--- src/rtl/pmc_pkg.sv ---
package pmc_pkg;

  localparam logic [1:0] MODE_MACHINE = 2'b11;

  localparam int CFG_R    = 0;
  localparam int CFG_W    = 1;
  localparam int CFG_X    = 2;
  localparam int CFG_A_LO = 3;
  localparam int CFG_L    = 7;

  localparam logic [2:0] PERM_NONE = 3'b000;
  localparam logic [2:0] PERM_R    = 3'b001;
  localparam logic [2:0] PERM_X    = 3'b100;
  localparam logic [2:0] PERM_RW   = 3'b011;
  localparam logic [2:0] PERM_RX   = 3'b101;
  localparam logic [2:0] PERM_RWX  = 3'b111;

  typedef struct packed {
    logic [2:0] allow;
    logic       grant;
  } verdict_t;

  // Lockdown table index: {lock, read, write, execute}
  function automatic logic [3:0] lock_index(input logic [7:0] cfg);
    return {cfg[CFG_L], cfg[CFG_R], cfg[CFG_W], cfg[CFG_X]};
  endfunction

  function automatic logic [2:0] lock_perm_machine(input logic [3:0] k);
    logic [2:0] p;
    case (k)
      4'd2, 4'd3, 4'd14: p = PERM_RW;
      4'd9, 4'd10:       p = PERM_X;
      4'd11, 4'd13:      p = PERM_RX;
      4'd12, 4'd15:      p = PERM_R;
      default:           p = PERM_NONE;
    endcase
    return p;
  endfunction

  function automatic logic [2:0] lock_perm_other(input logic [3:0] k);
    logic [2:0] p;
    case (k)
      4'd1, 4'd10, 4'd11: p = PERM_X;
      4'd2, 4'd4, 4'd15:  p = PERM_R;
      4'd3, 4'd6:         p = PERM_RW;
      4'd5:               p = PERM_RX;
      4'd7:               p = PERM_RWX;
      default:            p = PERM_NONE;
    endcase
    return p;
  endfunction

endpackage

--- src/rtl/pmc_perm_eval.sv ---
module pmc_perm_eval
  import pmc_pkg::*;
(
  input  logic       clk,
  input  logic       rst_n,
  input  logic       rules_active,
  input  logic       found,
  input  logic       is_partial,
  input  logic [7:0] sel_cfg,
  input  logic [2:0] req_perm,
  input  logic [1:0] req_mode,
  input  logic       sec_lockdown,
  input  logic       sec_deny_default,
  output verdict_t   verdict
);
  logic       is_machine, use_default;
  logic [2:0] match_allow;
  logic       unused_cfg_bits;

  assign unused_cfg_bits = ^sel_cfg[6:3];

  always_comb begin
    is_machine  = (req_mode == MODE_MACHINE);
    use_default = !rules_active || !found;

    if (!sec_lockdown) begin
      if (is_machine && !sel_cfg[CFG_L]) match_allow = PERM_RWX;
      else                               match_allow = sel_cfg[2:0];
    end else if (is_machine) begin
      match_allow = lock_perm_machine(lock_index(sel_cfg));
    end else begin
      match_allow = lock_perm_other(lock_index(sel_cfg));
    end

    if (use_default) begin
      if (sec_deny_default) begin
        verdict = '{allow: PERM_NONE, grant: 1'b0};
      end else if (sec_lockdown) begin
        if (is_machine && !req_perm[CFG_X]) verdict = '{allow: PERM_RW, grant: 1'b1};
        else                                verdict = '{allow: PERM_NONE, grant: 1'b0};
      end else if (is_machine) begin
        verdict = '{allow: PERM_RWX, grant: 1'b1};
      end else begin
        verdict = '{allow: PERM_NONE, grant: 1'b0};
      end
    end else if (is_partial) begin
      verdict = '{allow: PERM_NONE, grant: 1'b0};
    end else begin
      verdict.allow = match_allow;
      verdict.grant = ((req_perm & ~match_allow) == 3'b000);
    end
  end

  // deny-by-default empties the allowed set when nothing decides
  a_r4_deny_default: assert property (@(posedge clk) disable iff (!rst_n)
    (sec_deny_default && (!rules_active || !found)) |-> (verdict.allow == PERM_NONE) && !verdict.grant);
  // a straddling access is never granted
  a_r2_straddle_denied: assert property (@(posedge clk) disable iff (!rst_n)
    (rules_active && found && is_partial) |-> !verdict.grant);
  // a grant never exceeds the allowed set
  a_r8_grant_subset: assert property (@(posedge clk) disable iff (!rst_n)
    verdict.grant |-> ((req_perm & ~verdict.allow) == 3'b000));
  // lockdown never lets machine mode both write and execute a matched region
  a_r6_no_wx_machine: assert property (@(posedge clk) disable iff (!rst_n)
    (sec_lockdown && is_machine && rules_active && found && !is_partial)
      |-> !(verdict.allow[1] && verdict.allow[2]));
endmodule

--- config.mk ---
export PLATFORM = sky130hd
export DESIGN_NAME = pmc_perm_eval
export DESIGN_NICKNAME = d
export VERILOG_FILES = /design/src/rtl/pmc_pkg.sv /design/src/rtl/pmc_perm_eval.sv
export SDC_FILE = /design/constraint.sdc
export NUM_CORES = 1
export LEC_CHECK = 0
export BUFFER_PORTS_ARGS = -buffer_cell sky130_fd_sc_hd__buf_2
export CAP_MARGIN = 20
export CORE_AREA = 5 5 42 44
export DETAILED_ROUTE_END_ITERATION = 7
export DIE_AREA = 0 0 47 49
export PLACE_DENSITY_LB_ADDON = 0.12
export SETUP_SLACK_MARGIN = 0.3
export SYNTH_ARGS = -nofsm -noshare
export SYNTH_HDL_FRONTEND = slang
export SYNTH_SLANG_ARGS = --single-unit
export TNS_END_PERCENT = 30
--- constraint.sdc ---
create_clock -name vclk -period 2.41
set_clock_uncertainty 0.15 [all_clocks]
set_input_delay 0.1205 -clock vclk [all_inputs]
set_output_delay 0.1205 -clock vclk [all_outputs]
set_load 0.02 [all_outputs]
# Word-level counts from Yosys, hierarchy flattened
# Memory sizes are Yosys's and may differ from the RTL's.
# Cells that the tools add are included.
# word_totals
ff_bits	0
romBits	96
in_bits	20
output_inout_bits	4
mem_count	2
# memory_table
memory	depth	width	read_ports	rd_ports_with_merged_regs	wr	line	rtl
(no name shown)	16	3	1	0	0	pmc_pkg.sv:30	case (k)
(no name shown)	16	3	1	0	0	pmc_pkg.sv:42	case (k)
# classes
eq_ne	1
n_mux	9
bitwise_logic	2
n_reduce_logical	8
# op_table
operator	n
4-bit two-way mux	5
3-bit two-way mux	4
1-bit zero test	4
3-bit AND	1
3-bit zero test	1
3-bit NOT	1
2-bit equality test (second input constant)	1
1-bit logical AND	2
1-bit logical OR	1

# Logic depth before layout (Yosys ltp)
# Gate-level depths: netlist of run 1.
# depth
word_depth	9
depth_mapped	6
mapped_depth_nobuf	5

# Least setup slack after synthesis of run 1
# No wires, ideal clock.
# synth_path
path_kind	input-to-output
start	input sec_lockdown
end	output verdict[0] (netlist name)
arrival_time_ps	1158
t_required_ps	2139
slack_ps	981
path_stages	6
cell_sequence	buf_6 -> nand3b_1 -> a21oi_1 -> a221oi_1 -> a21o_1 -> o31ai_2
# synth_lines
element	line	rtl
start, declared	pmc_perm_eval.sv:12	input logic sec_lockdown,
end, declared	pmc_perm_eval.sv:14	output verdict_t verdict

==> results by group, run 1 <==
Layout
  – Layout cells sized above 1: 38.6%
  – Synth-to-Final Area Change: 33.2%
  – Most frequent cells in the layout: 18 x buf_2, 6 x nand2_1, 4 x nand3b_1, 4 x a21oi_1, 4 x o21ai_0
  – N_diodes: 0
  – Seq cells: 0
  – Register area: 0 µm²
  – Fin nets: 79
  – Commonest non-fill, non-tap cell in the layout: buf_2
  – CLK BUF: 0

Floorplan
  – Number of placement rows: 14
  – I/O Pins: 24
  – Core area: 1400 µm²
  – DIE AREA: 2300 µm²
  – Die width: 47 µm
  – Initial core utilization: 19.6%
  – Die height: 49 µm

Global routing
  – First-pass GRT wire length: 1.37 mm
  – Initial antenna violation count: 0
  – Largest net degree at the start of global routing: 11
  – Global Route Usage Sum: 7.23%
  – Number of global-route vias before repair: 330
  – Remaining Overflow, GRT: 0

Pwr
  – Seq pwr share: 0%
  – Switching Share: 56.8%
  – Worst VDD drop: 0.0461 mV
  – Logic pwr share: 100.0%
  – Power Density: 163 nW/µm²
  – Internal power: 0.0259 mW
  – Leakage: 0.158 nW
  – P_sw: 0.0340 mW
  – Clock power frac: 0%

CTS
  – Post-cts sizing count: 0
  – Hold Buf Count CTS: 0
  – Post-CTS Setup Bufs: 0

Worst setup path
  – Worst Path Arrival: 1290 ps
  – Peak fanout along the critical path: 10
  – Crit end category: output pin
  – Worst setup SP type: input port
  – Worst Path Class, Setup: in2out
  – Critical Path RT: 2140 ps

Synthesis
  – Mapped Cells: 41
  – Netlist Area Pre-Place: 275 µm²
  – Register area share after synthesis: 0%
  – Net Count, Synth: 61
  – Syn avg cell area: 6.71 µm²
  – Syn. warnings: 0
  – Count of different cell masters after synthesis: 23

Drt
  – Final WL: 825 µm
  – Post-detailed-route via-to-cell ratio: 5.11
  – Starting DRC count in detailed routing: 4
  – Pre-antenna DRT Iters: 2
  – Drt drc: 0
  – Drt wl/cell: 11.3 µm
  – Vias: 373
  – Final ANT Viol Nets: 0

Min path
  – Worst Hold Class: in2out

Timing
  – Sum Neg Setup Slack: 0 ps
  – Period Utilization, post-route: 64.7%
  – Shortest period the worst path allows: 1560 ps
  – Unrepaired setup endpoints after global routing: false
  – Max Freq: 641 MHz
  – Max-slew violation count: 0
  – Worst slew pin tran: 339 ps
  – Finish-stage setup viols: 0
  – Max_slew headroom: 77.4%
  – Hold Vio Cnt, Final: 0
  – WHS: 470 ps

Place
  – RePlAce Congestion: 0.718
  – Post-DP HPWL: 681 µm
  – Port bufs: 18

Job
  – Max cap viols: 0

Run status
  – Status: completed
-- critical path: stages --
cell	delay (ps)
buf_2	160
nand3b_1	220
a21oi_1	160
a221oi_1	80
a21o_1	200
o31ai_2	160
buf_2	190
-- cell type report --
class / count / area, µm²
fillers: 171 / 1030
multi-input cells: 39 / 256
repair buffers: 18 / 90.1
well taps: 16 / 20.0
-- routing by layer --
layer | vias up | global-route usage [%] | wire length [µm]
li1 | 195 | - | -
met1 | 164 | 11.1 | 395
met2 | 14 | 11.3 | 320
met3 | 0 | 0.738 | 109
met4 | 0 | 0 | 0
met5 | - | 0 | 0
-- power groups by stage --
| stage | Combinational (mW) | Clock [mW] | Sequential [mW] |
|---|---|---|---|
| after floorplan | 0.0371 | 0 | 0 |
| after global placement | 0.0608 | 0 | 0 |
| after detailed placement | 0.0601 | 0 | 0 |
| after CTS | 0.0603 | 0 | 0 |
| after global routing | 0.0675 | 0 | 0 |
| final | 0.0599 | 0 | 0 |
-- cells in the mapped netlist --
cell	number	area, µm²
a21oi_1	4	20.0
a2bb2oi_1	1	8.76
nor2b_1	1	6.26
o21ai_1	3	15.0
o31ai_2	1	12.5
nand3b_1	4	30.0
o21ai_0	4	20.0
nor2_1	2	7.51
buf_6	1	11.3
a211oi_1	1	7.51
nand3_1	1	5.00
o311ai_2	1	16.3
a31oi_1	1	6.26
a21o_1	1	7.51
and4b_1	2	20.0
a221oi_1	1	8.76
buf_4	1	7.51
nand2_1	6	22.5
nand2b_1	1	6.26
nand4_1	1	6.26
a21oi_2	1	8.76
o21ba_2	1	10.0
nand4bb_1	1	11.3
-- final timing paths --
path    startpoint          to  cells after the start
max   sec_lockdown  verdict[0]                      7
min    req_perm[0]  verdict[0]                      4
-- cells by family (layout without fill, tap and decap cells) --
| logic type | after synthesis | in the layout | synth area share (%) |
|---|---|---|---|
| buf+inv | 2 | 18 | 6.82 |
| compound gates | 20 | 20 | 51.4 |
| simple gates | 19 | 19 | 41.8 |
-- through the flow --
stage               setup WS, ps  std cells  utilization (%)  power (mW)  instance area [µm²]
floorplan                    981         41                -      0.0371                  275
global placement             824         73             26.2      0.0608                  367
detailed placement           857         73             26.2      0.0601                  367
CTS                          849         73             26.2      0.0603                  367
global route                 751         73             26.2      0.0675                  367
finish                       850         73             26.2      0.0599                  367
Note: power is estimated with default switching activity, not from simulation.
==> run 2, diff against run 1 <==
==> constraint.sdc (replaced) <==
create_clock -name vclk -period 1.4
set_clock_uncertainty 0.15 [all_clocks]
set_input_delay 0.07 -clock vclk [all_inputs]
set_output_delay 0.07 -clock vclk [all_outputs]
set_load 0.02 [all_outputs]
==> run 2 against run 1 <==
Compared with the run above:
- first-iteration DRC count decreased by 75%
- count of clock-buffer cells in the layout unchanged
- flip-flop and latch count unchanged
- routed wire length increased by 15%
- highest routed layer unchanged
- non-clock buffer count increased by 10
- worst hold slack got worse by 65 ps
- global-route usage increased by 0.56 points
- die area unchanged
- utilization increased by 12 points
- cell area increased by 47%
- setup slack got worse by 820 ps
==> results by group, run 2 (synthesis gave the netlist of run 1 again) <==
Place
  – Port bufs: 18
  – RePlAce Congestion: 0.714
  – Setup slack at placement: -93.3 ps
  – Placed Cells: 81
  – Post-DP HPWL: 769 µm

Layout
  – Register area: 0 µm²
  – Commonest non-fill, non-tap cell in the layout: buf_4
  – Synth-to-Final Area Change: 96.4%
  – CLK BUF: 0
  – Layout cells sized above 1: 62.7%
  – N_diodes: 0
  – Final Non-Filler Cells: 83
  – Most frequent cells in the layout: 14 x buf_4, 9 x buf_2
  – Fill cells: 167
  – Fin nets: 89
  – Seq cells: 0

Job
  – Max cap viols: 0

Timing
  – Period Utilization, post-route: 98.2%
  – Shortest period the worst path allows: 1370 ps
  – Post-route setup slack: 25.2 ps
  – Max_slew headroom: 80.3%
  – Unrepaired setup endpoints after global routing: true
  – Max-slew violation count: 0
  – Worst slew pin tran: 294 ps
  – Finish-stage setup viols: 0
  – Max Freq: 727 MHz
  – Hold Vio Cnt, Final: 0

Drt
  – Final ANT Viol Nets: 0
  – Met2 routed WL: 444 µm
  – Top sig layer: met3
  – Pre-antenna DRT Iters: 2
  – Vias: 418
  – Final WL: 948 µm
  – Post-detailed-route via-to-cell ratio: 5.04
  – M1 WL: 422 µm
  – Met3 WL: 82 µm
  – Drt wl/cell: 11.4 µm
  – Drt drc: 0
  – Starting DRC count in detailed routing: 1

Worst setup path
  – Critical Path Source: sec_lockdown
  – Worst setup SP type: input port
  – Crit end category: output pin
  – Family with the most delay on the worst path: compound AO/OA/AOI/OAI gates
  – Critical path endpoint: verdict[0]
  – Buf+Inv Stages, Crit Path: 2
  – Critical Path RT: 1180 ps
  – Slowest stage cell, crit path: o31ai_4
  – CP Cell Sequence: buf_8 -> nand3b_1 -> a21oi_2 -> a221oi_2 -> a21o_1 -> o31ai_4 -> buf_6
  – Peak fanout along the critical path: 5
  – CP max stage delay: 240 ps
  – Worst Path Arrival: 1150 ps
  – Worst Path Class, Setup: in2out
  – Levels on crit path: 7

Floorplan
  – Die width: 47 µm
  – Core area: 1400 µm²
  – I/O Pins: 24
  – DIE AREA: 2300 µm²
  – Die height: 49 µm
  – Number of placement rows: 14
  – Initial core utilization: 19.6%

Pwr
  – Overall Power: 0.162 mW
  – Power Density: 300 nW/µm²
  – Leakage: 0.227 nW
  – Worst VDD drop: 0.106 mV

CTS
  – Hold Buf Count CTS: 0

Global routing
  – Initial antenna violation count: 0
  – Number of global-route vias before repair: 361
  – Global Route Usage Sum: 7.79%
  – Largest net degree at the start of global routing: 8
  – Remaining Overflow, GRT: 0
  – First-pass GRT wire length: 1.48 mm

Min path
  – Worst Hold Class: in2out

Run status
  – Status: completed
-- run 2: cell count changes in the layout (fill, tap and decap cells not counted), sizes merged --
cell / before / now
buf: 18 / 28
-- run 2: where the power goes --
group / leakage (nW) / switching (mW) / internal (mW)
Sequential: 0 / 0 / 0
Clock: 0 / 0 / 0
Combinational: 0.227 / 0.0754 / 0.0868
Total: 0.227 / 0.0754 / 0.0868
-- run 2: metal layers --
| metal | GRT usage [%] | up-vias |
|---|---|---|
| li1 | - | 216 |
| met1 | 12.2 | 190 |
| met2 | 11.5 | 12 |
| met3 | 0.738 | 0 |
| met4 | 0.922 | 0 |
| met5 | 0 | - |
-- run 2: worst min path at each step --
stage	start	end	slack, ps	cells past startpoint
4_1_cts	req_perm[0]	verdict[0]	410	4
2_1_floorplan	req_perm[0]	verdict[0]	200	2
6_report	req_perm[0]	verdict[0]	410	4
3_3_place_gp	req_perm[0]	verdict[0]	410	4
5_1_grt	req_perm[0]	verdict[0]	430	4
3_5_place_dp	req_perm[0]	verdict[0]	410	4
-- run 2: metrics by stage --
stage          area, µm²  hold slack [ps]  setup TNS, ps  util [%]
2_1_floorplan        284              201              0         -
3_3_place_gp         435              407          -58.0      31.1
3_5_place_dp         435              412           -126      31.1
4_1_cts              503              412              0      35.9
5_1_grt              541              429          -75.7      38.6
6_report             541              405              0      38.6
-- run 2: what timing repair did --
item / 4_1_cts / 5_1_grt
pin swaps: 10 / 6
endpoints found under the setup margin: 4 / 4
buffers inserted: 2 / 0
resized for setup: 16 / 12
-- run 2: area by class of cell --
cell class / instances / area [µm²] / share of cell area (%)
multi-input cells: 39 / 310 / 57.4
well taps: 16 / 20.0 / 3.70
repair buffers: 28 / 210 / 38.9
